$ cat src/rtl/as_cfg_pkg.sv
package as_cfg_pkg;
  typedef enum logic [1:0] {ST_IDLE, ST_CMD, ST_DATA} rd_state_e;
  localparam logic [7:0] READ_OP = 8'h03;
endpackage

$ cat src/rtl/as_sclk_gen.sv
module as_sclk_gen #(
  parameter int DIV_A = 4,
  parameter int DIV_B = 6
) (
  input  logic clk_i,
  input  logic rst_ni,
  input  logic run_i,
  input  logic hold_i,
  input  logic sel_i,
  output logic sclk_o,
  output logic fall_o
);
  localparam int HALF_A = DIV_A / 2;
  localparam int HALF_B = DIV_B / 2;
  localparam int HMAX   = (HALF_A > HALF_B) ? HALF_A : HALF_B;
  localparam int CW     = (HMAX < 2) ? 1 : $clog2(HMAX);

  logic [CW-1:0] cnt_q, lim;
  logic          sclk_q, tick;

  assign lim    = sel_i ? CW'(HALF_B - 1) : CW'(HALF_A - 1);
  assign tick   = (cnt_q == lim);
  assign fall_o = run_i & sclk_q & tick;
  assign sclk_o = sclk_q;

  always_ff @(posedge clk_i or negedge rst_ni) begin
    if (!rst_ni) begin
      cnt_q  <= '0;
      sclk_q <= 1'b0;
    end else if (!run_i) begin
      cnt_q  <= '0;
      sclk_q <= 1'b0;
    end else if (!sclk_q && hold_i) begin
      cnt_q  <= cnt_q;  // park low under backpressure
    end else if (tick) begin
      cnt_q  <= '0;
      sclk_q <= ~sclk_q;
    end else begin
      cnt_q  <= cnt_q + CW'(1);
    end
  end
endmodule

$ cat src/rtl/as_cmd_shift.sv
module as_cmd_shift import as_cfg_pkg::*; #(
  parameter int ADDR_W = 24
) (
  input  logic              clk_i,
  input  logic              rst_ni,
  input  logic              load_i,
  input  logic [ADDR_W-1:0] addr_i,
  input  logic              shift_i,
  output logic              dq0_o,
  output logic              last_o
);
  localparam int CMD_W = 8 + ADDR_W;
  localparam int BW    = $clog2(CMD_W);

  logic [CMD_W-1:0] sr_q;
  logic [BW-1:0]    bit_q;

  assign dq0_o  = sr_q[CMD_W-1];
  assign last_o = shift_i & (bit_q == BW'(CMD_W - 1));

  always_ff @(posedge clk_i or negedge rst_ni) begin
    if (!rst_ni) begin
      sr_q  <= '0;
      bit_q <= '0;
    end else if (load_i) begin
      sr_q  <= {READ_OP, addr_i};
      bit_q <= '0;
    end else if (shift_i) begin
      sr_q  <= {sr_q[CMD_W-2:0], 1'b0};
      bit_q <= bit_q + BW'(1);
    end
  end
endmodule

$ cat src/rtl/as_byte_pack.sv
module as_byte_pack (
  input  logic       clk_i,
  input  logic       rst_ni,
  input  logic       clr_i,
  input  logic       smp_i,
  input  logic       quad_i,
  input  logic [3:0] dq_i,
  output logic [7:0] byte_o,
  output logic       done_o
);
  logic [7:0] acc_q, nxt;
  logic [2:0] cnt_q;

  assign nxt    = quad_i ? {acc_q[3:0], dq_i} : {acc_q[6:0], dq_i[1]};
  assign done_o = smp_i & (quad_i ? cnt_q[0] : (cnt_q == 3'd7));
  assign byte_o = nxt;

  always_ff @(posedge clk_i or negedge rst_ni) begin
    if (!rst_ni) begin
      acc_q <= '0;
      cnt_q <= '0;
    end else if (clr_i) begin
      acc_q <= '0;
      cnt_q <= '0;
    end else if (smp_i) begin
      acc_q <= nxt;
      cnt_q <= done_o ? 3'd0 : cnt_q + 3'd1;
    end
  end
endmodule

$ cat src/rtl/as_cfg_reader.sv
module as_cfg_reader import as_cfg_pkg::*; #(
  parameter int ADDR_W  = 24,
  parameter int CNT_W   = 16,
  parameter int DIV_INT = 4,
  parameter int DIV_USR = 6
) (
  input  logic              clk_i,
  input  logic              rst_ni,
  input  logic              start_i,
  input  logic              quad_i,
  input  logic              clk_src_i,
  input  logic [ADDR_W-1:0] start_addr_i,
  input  logic [CNT_W-1:0]  byte_count_i,
  output logic              cs_no,
  output logic              sclk_o,
  output logic              dq0_o,
  input  logic [3:0]        dq_i,
  output logic [7:0]        tdata_o,
  output logic              tvalid_o,
  input  logic              tready_i,
  output logic              done_o
);
  rd_state_e        state_q;
  logic             quad_q, src_q, tvalid_q, done_q;
  logic [CNT_W-1:0] left_q;
  logic [7:0]       tdata_q, byte_val;
  logic             run, hold, fall, start_go, cmd_shift, cmd_last, smp, byte_done;

  assign run       = (state_q != ST_IDLE);
  assign hold      = tvalid_q & ~tready_i;
  assign start_go  = (state_q == ST_IDLE) & start_i;
  assign cmd_shift = fall & (state_q == ST_CMD);
  assign smp       = fall & (state_q == ST_DATA);

  as_sclk_gen #(.DIV_A(DIV_INT), .DIV_B(DIV_USR)) u_sclk (
    .clk_i  (clk_i),
    .rst_ni (rst_ni),
    .run_i  (run),
    .hold_i (hold),
    .sel_i  (src_q),
    .sclk_o (sclk_o),
    .fall_o (fall)
  );

  as_cmd_shift #(.ADDR_W(ADDR_W)) u_cmd (
    .clk_i   (clk_i),
    .rst_ni  (rst_ni),
    .load_i  (start_go),
    .addr_i  (start_addr_i),
    .shift_i (cmd_shift),
    .dq0_o   (dq0_o),
    .last_o  (cmd_last)
  );

  as_byte_pack u_pack (
    .clk_i  (clk_i),
    .rst_ni (rst_ni),
    .clr_i  (start_go),
    .smp_i  (smp),
    .quad_i (quad_q),
    .dq_i   (dq_i),
    .byte_o (byte_val),
    .done_o (byte_done)
  );

  always_ff @(posedge clk_i or negedge rst_ni) begin
    if (!rst_ni) begin
      state_q  <= ST_IDLE;
      quad_q   <= 1'b0;
      src_q    <= 1'b0;
      left_q   <= '0;
      tdata_q  <= '0;
      tvalid_q <= 1'b0;
      done_q   <= 1'b0;
    end else begin
      done_q <= 1'b0;
      if (tvalid_q && tready_i) tvalid_q <= 1'b0;
      unique case (state_q)
        ST_IDLE: if (start_i) begin
          state_q <= ST_CMD;
          quad_q  <= quad_i;
          src_q   <= clk_src_i;
          left_q  <= byte_count_i;
        end
        ST_CMD: if (cmd_last) begin
          if (left_q == '0) begin
            state_q <= ST_IDLE;
            done_q  <= 1'b1;
          end else begin
            state_q <= ST_DATA;
          end
        end
        ST_DATA: if (byte_done) begin
          // consumer slot is free here: rise is parked while it is full
          tdata_q  <= byte_val;
          tvalid_q <= 1'b1;
          left_q   <= left_q - CNT_W'(1);
          if (left_q == CNT_W'(1)) begin
            state_q <= ST_IDLE;
            done_q  <= 1'b1;
          end
        end
        default: state_q <= ST_IDLE;
      endcase
    end
  end

  assign cs_no    = ~run;
  assign tdata_o  = tdata_q;
  assign tvalid_o = tvalid_q;
  assign done_o   = done_q;
endmodule

$ cat config.mk
export PLATFORM = sky130hd
export DESIGN_NAME = as_cfg_reader
export DESIGN_NICKNAME = d
export VERILOG_FILES = /design/src/rtl/as_cfg_pkg.sv /design/src/rtl/as_sclk_gen.sv /design/src/rtl/as_cmd_shift.sv /design/src/rtl/as_byte_pack.sv /design/src/rtl/as_cfg_reader.sv
export SDC_FILE = /design/constraint.sdc
export NUM_CORES = 1
export LEC_CHECK = 0
export BUFFER_PORTS_ARGS = -buffer_cell sky130_fd_sc_hd__buf_2
export CAP_MARGIN = 20
export CORE_ASPECT_RATIO = 0.8
export CORE_MARGIN = 1
export CORE_UTILIZATION = 41
export DETAILED_ROUTE_END_ITERATION = 8
export PLACE_DENSITY = 0.65
export SETUP_SLACK_MARGIN = 0.2
export SYNTH_ARGS = -nofsm -noshare
export SYNTH_HDL_FRONTEND = slang
export SYNTH_SLANG_ARGS = --single-unit
$ cat constraint.sdc
create_clock -name clk_i -period 3.4 [get_ports clk_i]
set_clock_uncertainty 0.2 [all_clocks]
set_input_delay 0.51 -clock clk_i [delete_from_list [all_inputs] [get_ports clk_i]]
set_output_delay 0.51 -clock clk_i [all_outputs]
set_load 0.02 [all_outputs]
==> key figures <==
Cells and area
  – Nets: 543
  – Area delta synth->final: 19.3%
  – N_diodes: 0
  – Share of cells above drive strength 1: 0.207

Worst hold path
  – Hold Path Class: in -> reg

Synth
  – Syn Std Cell Area: 0.00393 mm^2
  – Synth cell count leaders: nand2_1 (95), dfrtp_1 (80), o21ai_0 (33)
  – Number of distinct library cells after synthesis: 45
  – Most used DFF post-synth: dfrtp_1
  – Avg Cell Area, Syn: 9.22 um^2
  – Main combinational cell family by area after synthesis: simple AND/OR/NAND/NOR gates
  – Multiplexer area fraction after synthesis: 0.0309
  – EDFF count, synth: 0
  – Post-synthesis simple-gate area fraction: 0.203
  – Mapped Cells: 426
  – Seq/Total Area, Yosys: 0.510
  – Largest cells by area after synthesis: dfrtp_1 (51%), nand2_1 (9.1%), o21ai_0 (4.2%), a22oi_1 (4.0%), a21oi_1 (3.8%)
  – Synth Net Count: 485
  – Synthesized flop and latch total: 80
  – Synth top area share: 0.510
  – Cell with the most instances after synthesis: nand2_1
  – Async set-reset flop share out of synthesis: 1.00
  – Cell taking the most area after synthesis: dfrtp_1
  – Post-synthesis adder-cell area fraction: 0.0287
  – Post-synthesis compound-gate area fraction: 0.186
  – XOR/XNOR Fraction of Synth Area: 0.00446
  – Synth warn: 0

STA
  – RSZ-0062 raised after global routing: no
  – Fin crit period: 2.67 ns
  – Fmax: 375 MHz
  – Fin worst setup slack: 0.733 ns
  – Worst slew margin: 0.447
  – Tcrit/Tclk final: 0.785
  – Final Hold Viols: 0
  – Fin. max-slew vios: 0
  – Setup TNS: 0 ns
  – Measured slew at the worst slew-check pin: 0.822 ns
  – Final setup viols: 0

Detailed routing
  – Drt pass-1 iters: 7
  – Wire per inst: 14.3 um
  – DRC: 4
  – Post-route ant nets: 0
  – Total routed wirelength: 8.66 mm
  – DRT iter0 DRCs: 166
  – Drt via density: 5.32
  – Vias: 3213

Clocking
  – Cts hold-fix bufs: 0
  – Reg clk slew, reported paths: 0.06 ns
  – Root Buffer: clkbuf_16
  – Clk_lat worst skew: 0.34 ns
  – Htree depth: 3
  – Longest Clk Path Bufs: 2
  – Sink Count: 80
  – CTS Buf Count: 9
  – Post-CTS Setup Bufs: 0
  – CTS tree: yes
  – CTS resizes: 0

Critical path
  – Slowest cell on the critical path: dfrtp_1
  – Crit Path Class: reg -> reg
  – Setup crit end kind: flop
  – Worst Setup Start Kind: flop
  – CP most frequent cell: buf_4
  – Critical path's largest stage delay: 0.37 ns
  – CP top delay family: buffers and inverters
  – Critical Path RT: 3.46 ns
  – Critical path fanouts, max: 26
  – Buffers & Inverters on Critical Path: 3
  – Critical path, cell by cell: inv_1 > ha_1 > nand2b_1 > a2111oi_4 > buf_4 > or2_1 > buf_4 > o21ai_0 > mux2i_1
  – Arrival time of the worst setup path: 2.72 ns

Global route
  – Vias in the first global route: 2943
  – Total global-route track usage: 0.184
  – Antenna violations before repair: 0
  – Largest net degree at the start of global routing: 81
  – Grt total ovfl: 0
  – First-pass GRT wire length: 14.3 mm

Placement
  – IO Port Bufs: 62
  – GPL Wtd Cong: 0.829
  – HPWL after DPL: 5.67 mm
  – Setup WS pre-CTS: 0.748 ns

Power and ir drop
  – PwrDens: 740 mW/mm^2
  – Maximum VDD drop: 0.265 mV
  – Leak: 2.13 nW

Floorplanning
  – Top Ports: 63
  – Initial core utilization: 0.427
  – Chip Height: 89.5 um
  – Total Die Area: 0.00998 mm^2
  – Site Rows: 31
  – Core area: 0.00919 mm^2
  – Die width: 111 um

Job
  – Max_cap viols: 0

Run status
  – Outcome: finished with violations
  – Failing checks: design-rule violations
[registers in the layout, indices dropped and copies added (netlist names)]
name	cells
u_sclk.cnt_q	2
state_q	2
u_cmd.bit_q	5
tdata_o	8
tvalid_o	1
left_q	16
u_sclk.sclk_o	1
u_pack.cnt_q	3
done_o	1
u_cmd.sr_q	32
src_q	1
quad_q	1
u_pack.acc_q	7
[layout by cell type, fill, tap and decap left out, drive strengths merged, types with 2 or more instances in the layout]
cell and count:
nand3b 2, clkbuf 10, nand2b 6, clkinvlp 2, mux2i 11, nand3 17, nand4 5, o21ai 33
or3 3, a2bb2oi 3, inv 8, o22ai 6, a221o 2, nand2 95, nor4 5, a22oi 21
or4 2, buf 72, a21oi 40, nor3 4, nor2 28, ha 9, dfrtp 80, a211oi 2
clkinv 2, and3 3
[through the flow]
step | hold WS, ns | util | std cells | power (mW) | area (um^2)
finish | 0.162 | 0.510 | 604 | 3.47 | 4690
detailed placement | 0.263 | 0.472 | 586 | 2.49 | 4340
CTS | 0.156 | 0.506 | 602 | 3.49 | 4650
floorplan | 0.0144 | - | 426 | 2.21 | 3930
global route | 0.180 | 0.510 | 604 | 3.71 | 4690
global placement | 0.258 | 0.472 | 586 | 2.44 | 4340
[area by class of cell]
type	instances	area [um^2]
clock buffers	10	239
inverters	7	26.3
repair buffers	73	418
flip-flops and latches	80	2000
clock inverters	6	67.6
multi-input cells	313	1790
well taps	115	144
fillers	851	4510
[power by group]
group / switching, mW / total [mW] / internal [mW]
registers: 0.230 / 1.46 / 1.23
logic: 0.623 / 1.02 / 0.401
clock network: 0.394 / 0.985 / 0.591
[worst min-delay path, delay by kind of cell]
family	cells	cell delay, ns
buffers and inverters	1	0.08
AND/OR/NAND/NOR	2	0.08
[kinds of logic (layout without fill, tap and decap cells)]
family          count (synthesis)  after routing
compound gates                113            113
buf+inv                        33             96
fa+ha+maj                       9              9
flops                          80             80
mux                            12             12
xor+xnor                        2              2
simple gates                  177            177
[worst paths after layout]
path                           startpoint             end  slack, ns  cells after the start
hold reg to reg            u_cmd.sr_q[19]  u_cmd.sr_q[19]       0.28                      2
setup / recovery               state_q[0]       left_q[0]       0.73                      9
hold / removal                     quad_i          quad_q       0.16                      3
min in group asynchronous          rst_ni      tdata_o[2]       0.37                      2
max in group asynchronous          rst_ni       left_q[2]       2.03                      3
setup reg to reg               state_q[0]       left_q[0]       0.73                      9
[metal layers]
metal | vias to the layer above | track usage | share of wire
li1 | 1614 | - | -
met1 | 1532 | 0.258 | 0.50
met2 | 60 | 0.274 | 0.45
met3 | 7 | 0.0536 | 0.047
met4 | 0 | 0.0590 | 0.011
met5 | - | 0 | 0
Note: power is estimated with default switching activity, not from simulation.
